## config.mk

```make
export PLATFORM = sky130hd
export DESIGN_NAME = hdelta_htiming
export DESIGN_NICKNAME = d
export VERILOG_FILES = /design/src/rtl/hdelta_pkg.sv /design/src/rtl/hdelta_line_ctrl.sv /design/src/rtl/hdelta_hck_gen.sv /design/src/rtl/hdelta_sh_gen.sv /design/src/rtl/hdelta_htiming.sv
export SDC_FILE = /design/constraint.sdc
export NUM_CORES = 1
export LEC_CHECK = 0
export ABC_AREA = 1
export ABC_CLOCK_PERIOD_IN_PS = 1700
export BUFFER_PORTS_ARGS = -buffer_cell sky130_fd_sc_hd__buf_2
export CAP_MARGIN = 20
export CORE_MARGIN = 2
export CORE_UTILIZATION = 58
export DETAILED_ROUTE_END_ITERATION = 7
export GPL_TIMING_DRIVEN = 0
export PLACE_DENSITY = 0.77
export REMOVE_ABC_BUFFERS = 1
export SYNTH_ARGS = -nofsm -noshare
export SYNTH_HDL_FRONTEND = slang
export SYNTH_SLANG_ARGS = --single-unit
```

## constraint.sdc

```tcl
create_clock -name clk -period 1.7 [get_ports clk]
set_input_delay 0 -clock clk [delete_from_list [all_inputs] [get_ports clk]]
set_output_delay 0 -clock clk [all_outputs]
set_load 0.01 [all_outputs]
```

## src/rtl/hdelta_pkg.sv

```systemverilog
package hdelta_pkg;

  // reference cycles per shift-clock period
  localparam int unsigned DIV = 4;
  // number of sample-and-hold channels
  localparam int unsigned NCH = 3;

  // tick index at which the start pulse begins
  function automatic int unsigned first_tick(input logic shift, input int unsigned lead,
                                             input int unsigned ofs);
    return lead + (shift ? ofs : 0);
  endfunction

  // reference cycles covered by the clock burst
  function automatic int unsigned span_ticks(input logic wide, input int unsigned n_wide,
                                             input int unsigned n_narrow);
    return DIV * (wide ? n_wide : n_narrow);
  endfunction

  // phase slot (0..3 after an hck1 rise) in which channel ch strobes
  function automatic logic [1:0] sh_slot(input int unsigned ch, input logic right);
    if (ch == 0) return 2'd1;
    if (right) return 2'(ch + 1);
    return (ch == 1) ? 2'd3 : 2'd2;
  endfunction

endpackage

```

## src/rtl/hdelta_line_ctrl.sv

```systemverilog
module hdelta_line_ctrl #(
  parameter int unsigned N_WIDE   = 357,
  parameter int unsigned N_NARROW = 269,
  parameter int unsigned LEAD     = 2,
  parameter int unsigned OFS      = 6,
  parameter int unsigned TW       = 12
) (
  input  logic          clk,
  input  logic          rst_n,
  input  logic          line_start,
  input  logic          wide_mode,
  input  logic          dir_right,
  output logic          run,
  output logic [TW-1:0] tick,
  output logic          wide_l,
  output logic          right_l,
  output logic          shift_l,
  output logic          line_pol
);
  import hdelta_pkg::*;

  logic          ls_q;
  logic [TW-1:0] done_w;

  // tick at which the line is over
  assign done_w = TW'(first_tick(shift_l, LEAD, OFS) + 1 + span_ticks(wide_l, N_WIDE, N_NARROW));

  always_ff @(posedge clk) begin
    if (!rst_n) begin
      ls_q     <= 1'b0;
      run      <= 1'b0;
      tick     <= '0;
      wide_l   <= 1'b1;
      right_l  <= 1'b1;
      shift_l  <= 1'b0;
      line_pol <= 1'b0;
    end else begin
      ls_q <= line_start;
      if (ls_q) begin
        run      <= 1'b1;
        tick     <= '0;
        wide_l   <= wide_mode;
        right_l  <= dir_right;
        shift_l  <= ~line_pol;
        line_pol <= ~line_pol;
      end else if (run) begin
        if (tick == done_w) run <= 1'b0;
        else                tick <= tick + TW'(1);
      end
    end
  end

  AST_POL_TOGGLE: assert property (@(posedge clk) disable iff (!rst_n)
    ls_q |=> (line_pol != $past(line_pol)));
  AST_MODE_HOLD: assert property (@(posedge clk) disable iff (!rst_n)
    !ls_q |=> ($stable(wide_l) && $stable(right_l) && $stable(shift_l)));
  AST_TICK_BOUND: assert property (@(posedge clk) disable iff (!rst_n)
    run |-> (tick <= done_w));

endmodule

```

## src/rtl/hdelta_hck_gen.sv

```systemverilog
module hdelta_hck_gen #(
  parameter int unsigned N_WIDE   = 357,
  parameter int unsigned N_NARROW = 269,
  parameter int unsigned LEAD     = 2,
  parameter int unsigned OFS      = 6,
  parameter int unsigned TW       = 12
) (
  input  logic          clk,
  input  logic          rst_n,
  input  logic          run,
  input  logic [TW-1:0] tick,
  input  logic          wide_l,
  input  logic          shift_l,
  output logic          act_w,
  output logic [1:0]    ph_w,
  output logic          hst_q,
  output logic          hck1_q
);
  import hdelta_pkg::*;

  logic [TW-1:0] start_w;
  logic [TW-1:0] last_w;
  logic          hst_d;
  logic          hck1_d;

  assign start_w = TW'(first_tick(shift_l, LEAD, OFS));
  assign last_w  = start_w + TW'(span_ticks(wide_l, N_WIDE, N_NARROW));

  // burst covers ticks start+1 .. start+span
  assign act_w  = run && (tick > start_w) && (tick <= last_w);
  assign ph_w   = 2'(tick - start_w - TW'(1));
  assign hck1_d = act_w && !ph_w[1];
  assign hst_d  = run && (tick >= start_w) && (tick < start_w + TW'(DIV));

  always_ff @(posedge clk) begin
    if (!rst_n) begin
      hst_q  <= 1'b0;
      hck1_q <= 1'b0;
    end else begin
      hst_q  <= hst_d;
      hck1_q <= hck1_d;
    end
  end

  AST_IDLE_LOW: assert property (@(posedge clk) disable iff (!rst_n)
    !run |=> !hck1_q);
  AST_HST_SETUP: assert property (@(posedge clk) disable iff (!rst_n)
    $rose(hst_q) |-> !hck1_q);

endmodule

```

## src/rtl/hdelta_sh_gen.sv

```systemverilog
module hdelta_sh_gen (
  input  logic                        clk,
  input  logic                        rst_n,
  input  logic                        act,
  input  logic [1:0]                  ph,
  input  logic                        right,
  output logic [hdelta_pkg::NCH-1:0]  sh_q
);
  import hdelta_pkg::*;

  logic [NCH-1:0] sh_d;

  for (genvar c = 0; c < NCH; c++) begin : g_ch
    assign sh_d[c] = act && (ph == sh_slot(c, right));
  end

  always_ff @(posedge clk) begin
    if (!rst_n) sh_q <= '0;
    else        sh_q <= sh_d;
  end

  AST_SH_ONEHOT: assert property (@(posedge clk) disable iff (!rst_n)
    $onehot0(sh_q));

endmodule

```

## src/rtl/hdelta_htiming.sv

```systemverilog
module hdelta_htiming #(
  parameter int unsigned N_WIDE   = 357,
  parameter int unsigned N_NARROW = 269,
  parameter int unsigned LEAD     = 2
) (
  input  logic       clk,
  input  logic       rst_n,
  input  logic       line_start,
  input  logic       wide_mode,
  input  logic       dir_right,
  output logic       hst,
  output logic       hck1,
  output logic       hck2,
  output logic       dir_out,
  output logic       line_pol,
  output logic [2:0] sh_strobe
);
  import hdelta_pkg::*;

  localparam int unsigned HALF_OFS = (DIV * 3) / 2;
  localparam int unsigned TW = $clog2(LEAD + HALF_OFS + DIV * N_WIDE + 2) + 1;

  logic          run;
  logic [TW-1:0] tick;
  logic          wide_l;
  logic          right_l;
  logic          shift_l;
  logic          act_w;
  logic [1:0]    ph_w;
  logic          hck1_q;

  hdelta_line_ctrl #(
    .N_WIDE(N_WIDE), .N_NARROW(N_NARROW), .LEAD(LEAD), .OFS(HALF_OFS), .TW(TW)
  ) u_ctrl (
    .clk(clk), .rst_n(rst_n), .line_start(line_start), .wide_mode(wide_mode),
    .dir_right(dir_right), .run(run), .tick(tick), .wide_l(wide_l),
    .right_l(right_l), .shift_l(shift_l), .line_pol(line_pol)
  );

  hdelta_hck_gen #(
    .N_WIDE(N_WIDE), .N_NARROW(N_NARROW), .LEAD(LEAD), .OFS(HALF_OFS), .TW(TW)
  ) u_hck (
    .clk(clk), .rst_n(rst_n), .run(run), .tick(tick), .wide_l(wide_l),
    .shift_l(shift_l), .act_w(act_w), .ph_w(ph_w), .hst_q(hst), .hck1_q(hck1_q)
  );

  hdelta_sh_gen u_sh (
    .clk(clk), .rst_n(rst_n), .act(act_w), .ph(ph_w), .right(right_l), .sh_q(sh_strobe)
  );

  assign hck1    = hck1_q;
  assign hck2    = ~hck1_q;
  assign dir_out = right_l;

endmodule

```

=== Yosys cells after proc, flatten, opt, wreduce, memory -nomap -nowiden ===
Index checks and enable logic that the tools add are counted.

* $add $sub $neg: 8
* Order comparisons: 4
* Equal/unequal tests: 4
* Multiplexer cells: 10
* Bitwise operators: 4
* Reduce and logical (&&, ||, !) cells: 11

{| class="wikitable"
|+ Operator list
! cell !! number
|-
| adder 12 x 1 -> 12 bit (second input constant) || 2
|-
| adder 12 bit || 1
|-
| adder 4 x 11 -> 12 bit || 1
|-
| == test 12 bit || 1
|-
| greater-or-equal comparator 12 x 4 -> 1 bit || 1
|-
| > comparator 12 x 4 -> 1 bit || 1
|-
| <= comparator 12 bit || 1
|-
| less-than comparator 12 bit || 1
|-
| logical AND 1 bit || 8
|-
| two-way mux 2 bit || 4
|-
| two-way mux 7 bit || 1
|-
| adder 4 x 3 -> 5 bit (second input constant) || 1
|-
| adder 2 x 3 -> 4 bit (first input constant) || 1
|-
| == test 2 bit || 2
|-
| two-way mux 1 bit || 4
|-
| inverter 1 bit || 4
|-
| two-way mux 3 bit || 1
|-
| == test 2 x 1 -> 1 bit (second input constant) || 1
|-
| AND reduction 2 bit || 1
|-
| OR reduction 2 bit || 1
|-
| subtractor 2 x 1 -> 2 bit (second input constant) || 1
|-
| subtractor 2 bit || 1
|-
| zero test 1 bit || 1
|}

* Flip-flop bits (word level): 22
* Input bits: 5
* Output and inout port bits: 8

=== Longest topological paths before layout ===
Gate-level depths: netlist of run 1.

* Word-level depth: 8
* Depth in mapped cells: 10

=== By module ===
A second synthesis of run 1 with hierarchy kept.

* Cells, all modules: 210
* Area, all modules: 1377.6 um^2

{| class="wikitable"
|+ By module, submodules not included
! module !! times used !! cells each !! area an instance (um^2) !! seq. area each (um^2)
|-
| hdelta_line_ctrl || 1 || 128 || 877.1 || 340.3
|-
| hdelta_hck_gen || 1 || 65 || 377.9 || 40.0
|-
| hdelta_sh_gen || 1 || 16 || 118.9 || 60.1
|-
| hdelta_htiming || 1 || 1 || 3.8 || 0.0
|}

=== Least setup slack after synthesis of run 1 ===
OpenSTA, ideal clock, no wires.

* Path type: reg-to-reg
* Start point: register u_ctrl.shift_l
* End point: register u_ctrl.tick[0]
* Setup time: 0.116 ns
* Arrival: 1.492 ns
* Required time: 1.584 ns
* Slack: 0.092 ns
* Cell stages (with the launch flop): 10
* Path buffers: 1
* Cell sequence: dfxtp_1 -> inv_1 -> ha_1 -> ha_1 -> nand2_1 -> o21ai_4 -> inv_2 -> buf_6 -> nor2_1 -> nor2_1

* Cells in the longest elaborated chain, start to end: 7

{| class="wikitable"
|+ Ends and longest elaborated chain
! item !! RTL line !! RTL
|-
| from (decl) || hdelta_line_ctrl.sv:17 || <nowiki>output logic shift_l,</nowiki>
|-
| from (signal assigned) || hdelta_line_ctrl.sv:44 || <nowiki>shift_l <= ~line_pol;</nowiki>
|-
| two-way mux 3 bit || hdelta_pkg.sv:11 || <nowiki>return lead + (shift ? ofs : 0);</nowiki>
|-
| adder 2 x 3 -> 4 bit || hdelta_pkg.sv:11 ||
|-
| adder 12 x 1 -> 12 bit || hdelta_line_ctrl.sv:26 || <nowiki>assign done_w = TW'(first_tick(shift_l, LEAD, OFS) + 1 + span_ticks(wide_l, N_WIDE, N_NARROW));</nowiki>
|-
| adder 12 bit || hdelta_line_ctrl.sv:26 ||
|-
| named net u_ctrl.done_w[1] || hdelta_line_ctrl.sv:23 || <nowiki>logic [TW-1:0] done_w;</nowiki>
|-
| == test 12 bit || hdelta_line_ctrl.sv:47 || <nowiki>if (tick == done_w) run <= 1'b0;</nowiki>
|-
| inverter 1 bit (no line) || - ||
|-
| AND reduction 2 bit (no line) || - ||
|-
| to (signal assigned) || hdelta_line_ctrl.sv:48 || <nowiki>else tick <= tick + TW'(1);</nowiki>
|-
| to (decl) || hdelta_line_ctrl.sv:14 || <nowiki>output logic [TW-1:0] tick,</nowiki>
|}

The timed path passes the listed nets, and every way through them passes these cells.
A chain may end at the register's enable or synchronous reset.

=== Final worst setup path of run 1 ===
* Start point: register u_ctrl.shift_l
* End point: register u_ctrl.tick[10]

The elaborated chain is that of the path after synthesis.

==> results.txt, run 1 <==
DR vias = 1398
CP Capture Type = register
P_sw = 278.2 uW
core area = 0.002212 sq mm
max_cap viols = 0
I/O pins = 13
initial antenna violation count = 0
Via-to-Cell Ratio = 5.440
DR iter-0 viols = 58
total grt overflow = 0
status = finished, final reports clean
crit path cell chain = inv_2, ha_4, ha_2, nand2_2, o21ai_4, buf_6, nand2_1, a21oi_2
Nets = 244
Synth-to-Final Area Change = 21.87%
Rows = 17
Mean Syn Cell Area = 6.586 sq um
Ys Warns = 0
Crit Path Category = reg -> reg
worst min-delay path category = in -> reg
FF/Latch Area = 455.4 sq um
Fin Hold WS = 0.4716 ns
Final Setup Violations = 0
DRT antenna net count = 0
Comb pwr share = 13.5%
area occupied by multi-input gates = 814.5 sq um
Tcrit/Tclk final = 97.96%
dpl cells = 241
drt wl/cell = 13.63 microns
Worst Skew = 0.01737 ns
first-pass GRT wire length = 5037 microns
CP max FO = 4
Pleak = 0.7556 nW
global placement routability congestion = 0.8799
number of global-route vias before repair = 1179
Syn Inst Count = 205
slowest CP cell = dfxtp_2
layout filler cell count = 179
Antenna Diode Count = 0
commonest non-fill, non-tap cell in the layout = nand2_1
placed cell area = 0.001408 sq mm
CP top delay family = adder cells
RSZ-0062 raised after global routing = yes
Post-DP HPWL = 2136 microns
Net Sw Frac = 25.10%
Initial Util = 61.03%
minimum clock period = 1.665 ns
Final Hold Violating Endpoints = 0
max-slew violation count = 0
power per cell area = 673.5 mW/mm^2
Yosys top cell area share = 32.62%
Slew HR = 78.16%
DRC = 0
share of cells above drive strength 1 = 21.83%
internal power = 829.9 uW
die area = 0.002730 sq mm
Seq pwr share = 48.8%
Synth area leaders = dfxtp_1 (33%), nand2_1 (17%), ha_1 (8.3%), nor2_1 (7.5%), inv_1 (6.7%)
Synth Register Bits = 22
total CTS buffers = 3
Clock Pin Slew Worst Setup and Hold Paths = 0.14 ns
H-tree Lvls = 1
Worst Path Arrival = 1.92 ns
WP data required = 1.96 ns
CTS root buf = clkbuf_4
die width = 52.25 microns
f_max = 600.5 MHz
Yosys cell types = 20
Synth Cell Area = 0.001350 sq mm
routed wire length = 3504 microns
pin count of the biggest net entering global routing = 14
I/O Buffers = 12
post-synthesis sequential area ratio = 32.62%
area leader, netlist = dfxtp_1
Peak VDD IR = 0.4493 mV
commonest cells after routing, fill and taps aside = nand2_1 (61), nor2_1 (27), inv_1 (20), dfxtp_1 (14), a21oi_1 (13)
CP Buf/Inv Count = 2
CTS tree = done
final instance area = 0.001645 sq mm
worst slew pin tran = 0.3272 ns
deepest clock path buffer count = 2
Clock Latency Late Sink = 0.33 ns
Die H = 52.25 microns
CP peak stage delay = 0.36 ns
TritonCTS Sinks = 22
final cell count without fillers = 257
GRT Total Usage = 25.02%
total power = 1.108 mW
startpoint types = register
drt first pass iters = 4
clock power share = 37.7%
flip-flops by register name, summed over array words and instances, names as in the netlist:
signal          flops
u_ctrl.run          1
u_sh.sh_q           3
u_ctrl.tick        12
u_ctrl.shift_l      1
u_ctrl.right_l      1
u_hck.hck1_q        1
u_ctrl.wide_l       1
u_hck.hst_q         1
u_ctrl.ls_q         1
cells in the mapped netlist:
master and number:
inv_1 24, dfxtp_1 22, o21ai_1 1, o21ai_4 1, inv_2 5, nor2_4 1
nor2_1 27, nor2_2 1, buf_4 2, buf_6 2, and3_1 1, nor3_1 1
o21ai_0 5, nand4_1 6, xor2_1 7, ha_1 9, nand2_1 62, a21oi_1 14
nand2_2 2, nand3_1 12
kinds of logic after synthesis:
logic type / count (synthesis) / share of synthesized area (%)
fa+ha+maj: 9 / 8.341
flops: 22 / 32.62
compound gates: 21 / 8.619
xor+xnor: 7 / 4.541
buf+inv: 33 / 10.84
simple gates: 113 / 35.03
area by class of cell:
class                           instances  share of cell area, %
Clock buffer                            3                  1.369
Timing Repair Buffer                   24                  10.72
Multi-Input combinational cell        150                  49.51
Tap cell                               28                  2.129
Inverter                               29                  6.768
Clock inverter                          1                  1.825
Sequential cell                        22                  27.68
through the flow:
| stage | setup slack (ns) | TNS, ns | util [%] |
|---|---|---|---|
| finish | 0.03470 | 0 | 74.38 |
| detailed placement | -0.1694 | -1.879 | 63.63 |
| global placement | -0.1542 | -1.762 | 63.63 |
| CTS | 0.005304 | 0 | 71.10 |
| floorplan | 0.03309 | 0 | - |
| global route | -0.01033 | -0.01756 | 74.38 |
final timing paths:
kind	start	cells past startpoint	endpoint	slack, ns
max	u_ctrl.shift_l	8	u_ctrl.tick[10]	0.03
min	wide_mode	4	u_ctrl.wide_l	0.47
min reg2reg	u_ctrl.tick[11]	2	u_ctrl.tick[11]	0.50
max reg2reg	u_ctrl.shift_l	8	u_ctrl.tick[10]	0.03
per-layer routing:
layer | vias to the layer above | global-route usage, % | part of all wire [%]
li1 | 688 | - | -
met3 | 16 | 2.857 | 6.6
met2 | 66 | 42.83 | 49
met4 | 0 | 9.829 | 2.9
met1 | 628 | 32.02 | 41
met5 | - | 0 | 0
tightest hold or removal path, cell delays in order:
cell	delay (ns)
dlygate4sd3_1	0.52
buf_2	0.10
a21oi_1	0.05
o21ai_0	0.08
power groups by stage:
stage	logic [mW]	registers [mW]	clock network [mW]
6_report	0.150	0.541	0.417
4_1_cts	0.134	0.541	0.420
2_1_floorplan	0.0747	0.552	0
3_3_place_gp	0.104	0.552	0
3_5_place_dp	0.109	0.552	0
5_1_grt	0.166	0.543	0.439
what timing repair did:
| item | CTS | global route |
|---|---|---|
| gates resized for setup | 9 | 17 |
| hold buffers | 6 | 0 |
| buffers inserted | 3 | 3 |
| endpoints found under the hold margin | 7 | 0 |
| pin swaps | 2 | 6 |
| endpoints found under the setup margin | 12 | 12 |
(Power assumes the default switching activity.)
==> run 2, diff against run 1 <==
--- a/config.mk
+++ b/config.mk
@@ -6,14 +6,15 @@
 export NUM_CORES = 1
 export LEC_CHECK = 0
 export ABC_AREA = 1
-export ABC_CLOCK_PERIOD_IN_PS = 1700
+export ABC_CLOCK_PERIOD_IN_PS = 2000
 export BUFFER_PORTS_ARGS = -buffer_cell sky130_fd_sc_hd__buf_2
 export CAP_MARGIN = 20
 export CORE_MARGIN = 2
-export CORE_UTILIZATION = 58
+export CORE_UTILIZATION = 62
 export DETAILED_ROUTE_END_ITERATION = 7
 export GPL_TIMING_DRIVEN = 0
-export PLACE_DENSITY = 0.77
+export MAX_ROUTING_LAYER = met4
+export PLACE_DENSITY = 0.82
 export REMOVE_ABC_BUFFERS = 1
 export SYNTH_ARGS = -nofsm -noshare
 export SYNTH_HDL_FRONTEND = slang
==> constraint.sdc (replaced) <==
create_clock -name clk -period 2 [get_ports clk]
set_input_delay 0 -clock clk [delete_from_list [all_inputs] [get_ports clk]]
set_output_delay 0 -clock clk [all_outputs]
set_load 0.005 [all_outputs]
==> run 2 against run 1 <==
Net effect: largest cell class unchanged; sequential share of layout area up 0.89 points; count of clock-buffer cells in the layout unchanged; setup slack better by 0.17 ns; total power down 18%.
==> results.txt, run 2 (synthesis results as in run 1) <==
WP data required = 2.23 ns (was 1.96 ns)
Tcrit/Tclk final = 89.63% (was 97.96%)
first-pass GRT wire length = 5361 microns (was 5037 microns)
RSZ-0062 raised after global routing = no (was yes)
commonest cells after routing, fill and taps aside = nand2_1 (62), nor2_1 (27), inv_1 (24), dfxtp_1 (22), a21oi_1 (14) (was nand2_1 (61), nor2_1 (27), inv_1 (20), dfxtp_1 (14), a21oi_1 (13))
total CTS buffers = 3 (unchanged)
die width = 50.67 microns (was 52.25 microns)
Routed met3 length = 268 microns (was 233 microns)
Final Hold Violating Endpoints = 0 (unchanged)
Slew HR = 77.08% (was 78.16%)
DR iter-0 viols = 59 (was 58)
Top reg by flops = u_ctrl.tick (unchanged)
hold_sp = wide_mode (unchanged)
Final Setup Violations = 0 (unchanged)
met2 wire length = 1578 microns (was 1729 microns)
Routed met1 length = 1320 microns (was 1440 microns)
Initial Util = 67.44% (was 61.03%)
CP max FO = 7 (was 4)
internal power = 697.2 uW (was 829.9 uW)
biggest regs = u_ctrl.tick: 12 flops, u_sh.sh_q: 3 flops (unchanged)
TritonCTS Sinks = 22 (unchanged)
worst hold endpoint = u_ctrl.wide_l (unchanged)
layout filler cell count = 160 (was 179)
total grt overflow = 0 (unchanged)
minimum clock period = 1.793 ns (was 1.665 ns)
P_sw = 216.3 uW (was 278.2 uW)
Comb pwr share = 12.1% (was 13.5%)
status = finished, final reports clean (unchanged)
Seq pwr share = 50.4% (was 48.8%)
Largest register FFs = 12 (unchanged)
max_cap viols = 0 (unchanged)
commonest non-fill, non-tap cell in the layout = nand2_1 (unchanged)
crit path cell chain = ha_1, nand2_1, nor2_2, nand2_2, o21ai_4, buf_4, nand2_1, a21oi_1 (was inv_2, ha_4, ha_2, nand2_2, o21ai_4, buf_6, nand2_1, a21oi_2)
routed wire length = 3209 microns (was 3504 microns)
top routing layer in use = met4 (unchanged)
CP peak stage delay = 0.41 ns (was 0.36 ns)
f_max = 557.9 MHz (was 600.5 MHz)
Synth-to-Final Area Change = 14.18% (was 21.87%)
Net Sw Frac = 23.68% (was 25.10%)
DRT antenna net count = 0 (unchanged)
slowest CP cell = dfxtp_1 (was dfxtp_2)
FF/Latch Area = 440.4 sq um (was 455.4 sq um)
FF-to-FF End = u_ctrl.tick[6] (was u_ctrl.tick[10])
Clock Latency Late Sink = 0.31 ns (was 0.33 ns)
deepest clock path buffer count = 2 (unchanged)
Die H = 50.67 microns (was 52.25 microns)
area occupied by multi-input gates = 763.2 sq um (was 814.5 sq um)
Fin Hold WS = 0.4311 ns (was 0.4716 ns)
CP top delay family = flip-flops (was adder cells)
Clock Pin Slew Worst Setup and Hold Paths = 0.14 ns (about the same)
Pleak = 0.7367 nW (was 0.7556 nW)
max-slew violation count = 0 (unchanged)
worst min-delay path category = in -> reg (unchanged)
slack of the worst reg-to-reg path = 0.21 ns (was 0.03 ns)
CP Capture Type = register (unchanged)
number of global-route vias before repair = 1255 (was 1179)
RR Startpoint = u_ctrl.tick[7] (was u_ctrl.shift_l)
share of cells above drive strength 1 = 12.83% (was 21.83%)
power per cell area = 592.6 mW/mm^2 (was 673.5 mW/mm^2)
Nets = 241 (was 244)
I/O pins = 13 (unchanged)
WHS Path Cells = 4 (unchanged)
worst slew pin tran = 0.3433 ns (was 0.3272 ns)
CTS root buf = clkbuf_4 (unchanged)
CTS tree = done (unchanged)
startpoint types = register (unchanged)
pin count of the biggest net entering global routing = 15 (was 14)
core area = 0.002002 sq mm (was 0.002212 sq mm)
drt first pass iters = 4 (unchanged)
DR vias = 1335 (was 1398)
Post-DP HPWL = 2252 microns (was 2136 microns)
GRT Total Usage = 28.21% (was 25.02%)
Peak VDD IR = 0.4567 mV (was 0.4493 mV)
drt wl/cell = 12.68 microns (was 13.63 microns)
Antenna Diode Count = 0 (unchanged)
R2R cell count = 8 (unchanged)
Worst Path Arrival = 2.02 ns (was 1.92 ns)
global placement routability congestion = 0.9023 (was 0.8799)
CP dominant cell by count = nand2_1
H-tree Lvls = 1 (unchanged)
die area = 0.002567 sq mm (was 0.002730 sq mm)
Worst Skew = 0.01539 ns (was 0.01737 ns)
Rows = 16 (was 17)
clock power share = 37.6% (was 37.7%)
initial antenna violation count = 0 (unchanged)
I/O Buffers = 12 (unchanged)
Via-to-Cell Ratio = 5.277 (was 5.440)
Setup TNS = 0 ns (unchanged)
Crit Path Category = reg -> reg (unchanged)
CP Buf/Inv Count = 1 (was 2)
DRC = 0 (unchanged)
run 2: cell types whose count changed in the layout (fill, tap and decap cells not counted), moves of 2 or more:
cell / delta
dfxtp_4: -2
dfxtp_2: -6
inv_2: -3
dfxtp_1: +8
ha_1: +4
inv_1: +4
buf_6: -3
ha_4: -3
run 2: final cells by class:
class	count	share of cell area (%)
timing repair buffer	21	9.253
sequential	22	28.57
tap	27	2.192
clock inverter	1	1.948
multi-input combinational	150	49.51
inverter	29	7.062
clock buffer	3	1.461
run 2: stage by stage:
| step | util [%] | power (mW) | cell area, sq um | setup WS, ns | cells |
|---|---|---|---|---|---|
| finish | 77.00 | 0.9134 | 1541 | 0.2075 | 253 |
| global route | 77.00 | 0.9440 | 1541 | 0.08788 | 253 |
| CTS | 75.88 | 0.9012 | 1519 | 0.05637 | 250 |
| detailed placement | 70.25 | 0.5599 | 1406 | 0.09212 | 240 |
| global placement | 70.25 | 0.5546 | 1406 | 0.1603 | 240 |
| floorplan | - | 0.5309 | 1313 | 0.3849 | 201 |
run 2: repair_timing:
| action | 4_1_cts | 5_1_grt |
|---|---|---|
| buffers inserted | 0 | 3 |
| endpoints found under the hold margin | 6 | 0 |
| endpoints found under the setup margin | 0 | 12 |
| resized for setup | 0 | 0 |
| hold buffers | 6 | 0 |
run 2: power by group through the flow:
stage | sequential [mW] | combinational, mW | clock [mW]
after global placement | 0.469 | 0.0857 | 0
after detailed placement | 0.469 | 0.0906 | 0
after global routing | 0.462 | 0.126 | 0.357
after floorplan | 0.468 | 0.0634 | 0
after CTS | 0.459 | 0.100 | 0.342
final | 0.460 | 0.110 | 0.343
run 2: worst max-delay path by stage:
| stage | start | to | slack, ns | cells past startpoint |
|---|---|---|---|---|
| after floorplan | u_ctrl.shift_l | u_ctrl.tick[1] | 0.38 | 8 |
| after global placement | u_ctrl.tick[1] | u_ctrl.tick[0] | 0.16 | 8 |
| after detailed placement | u_ctrl.tick[7] | u_ctrl.tick[6] | 0.09 | 8 |
| after CTS | u_ctrl.tick[7] | u_ctrl.tick[6] | 0.06 | 8 |
| after global routing | u_ctrl.wide_l | u_ctrl.tick[6] | 0.09 | 9 |
| final | u_ctrl.tick[7] | u_ctrl.tick[6] | 0.21 | 8 |
run 2: tightest hold or removal path: cells and delay by family:
| kind | cells | cell delay [ns] |
|---|---|---|
| AOI/OAI and AO/OA | 2 | 0.11 |
| buffers and inverters | 2 | 0.62 |
run 2: metal layers:
| metal | vias up | GRT usage (%) |
|---|---|---|
| met1 | 592 | 34.50 |
| li1 | 680 | - |
| met2 | 59 | 48.03 |
| met4 | 0 | 9.910 |
| met3 | 4 | 3.274 |
| met5 | - | - |
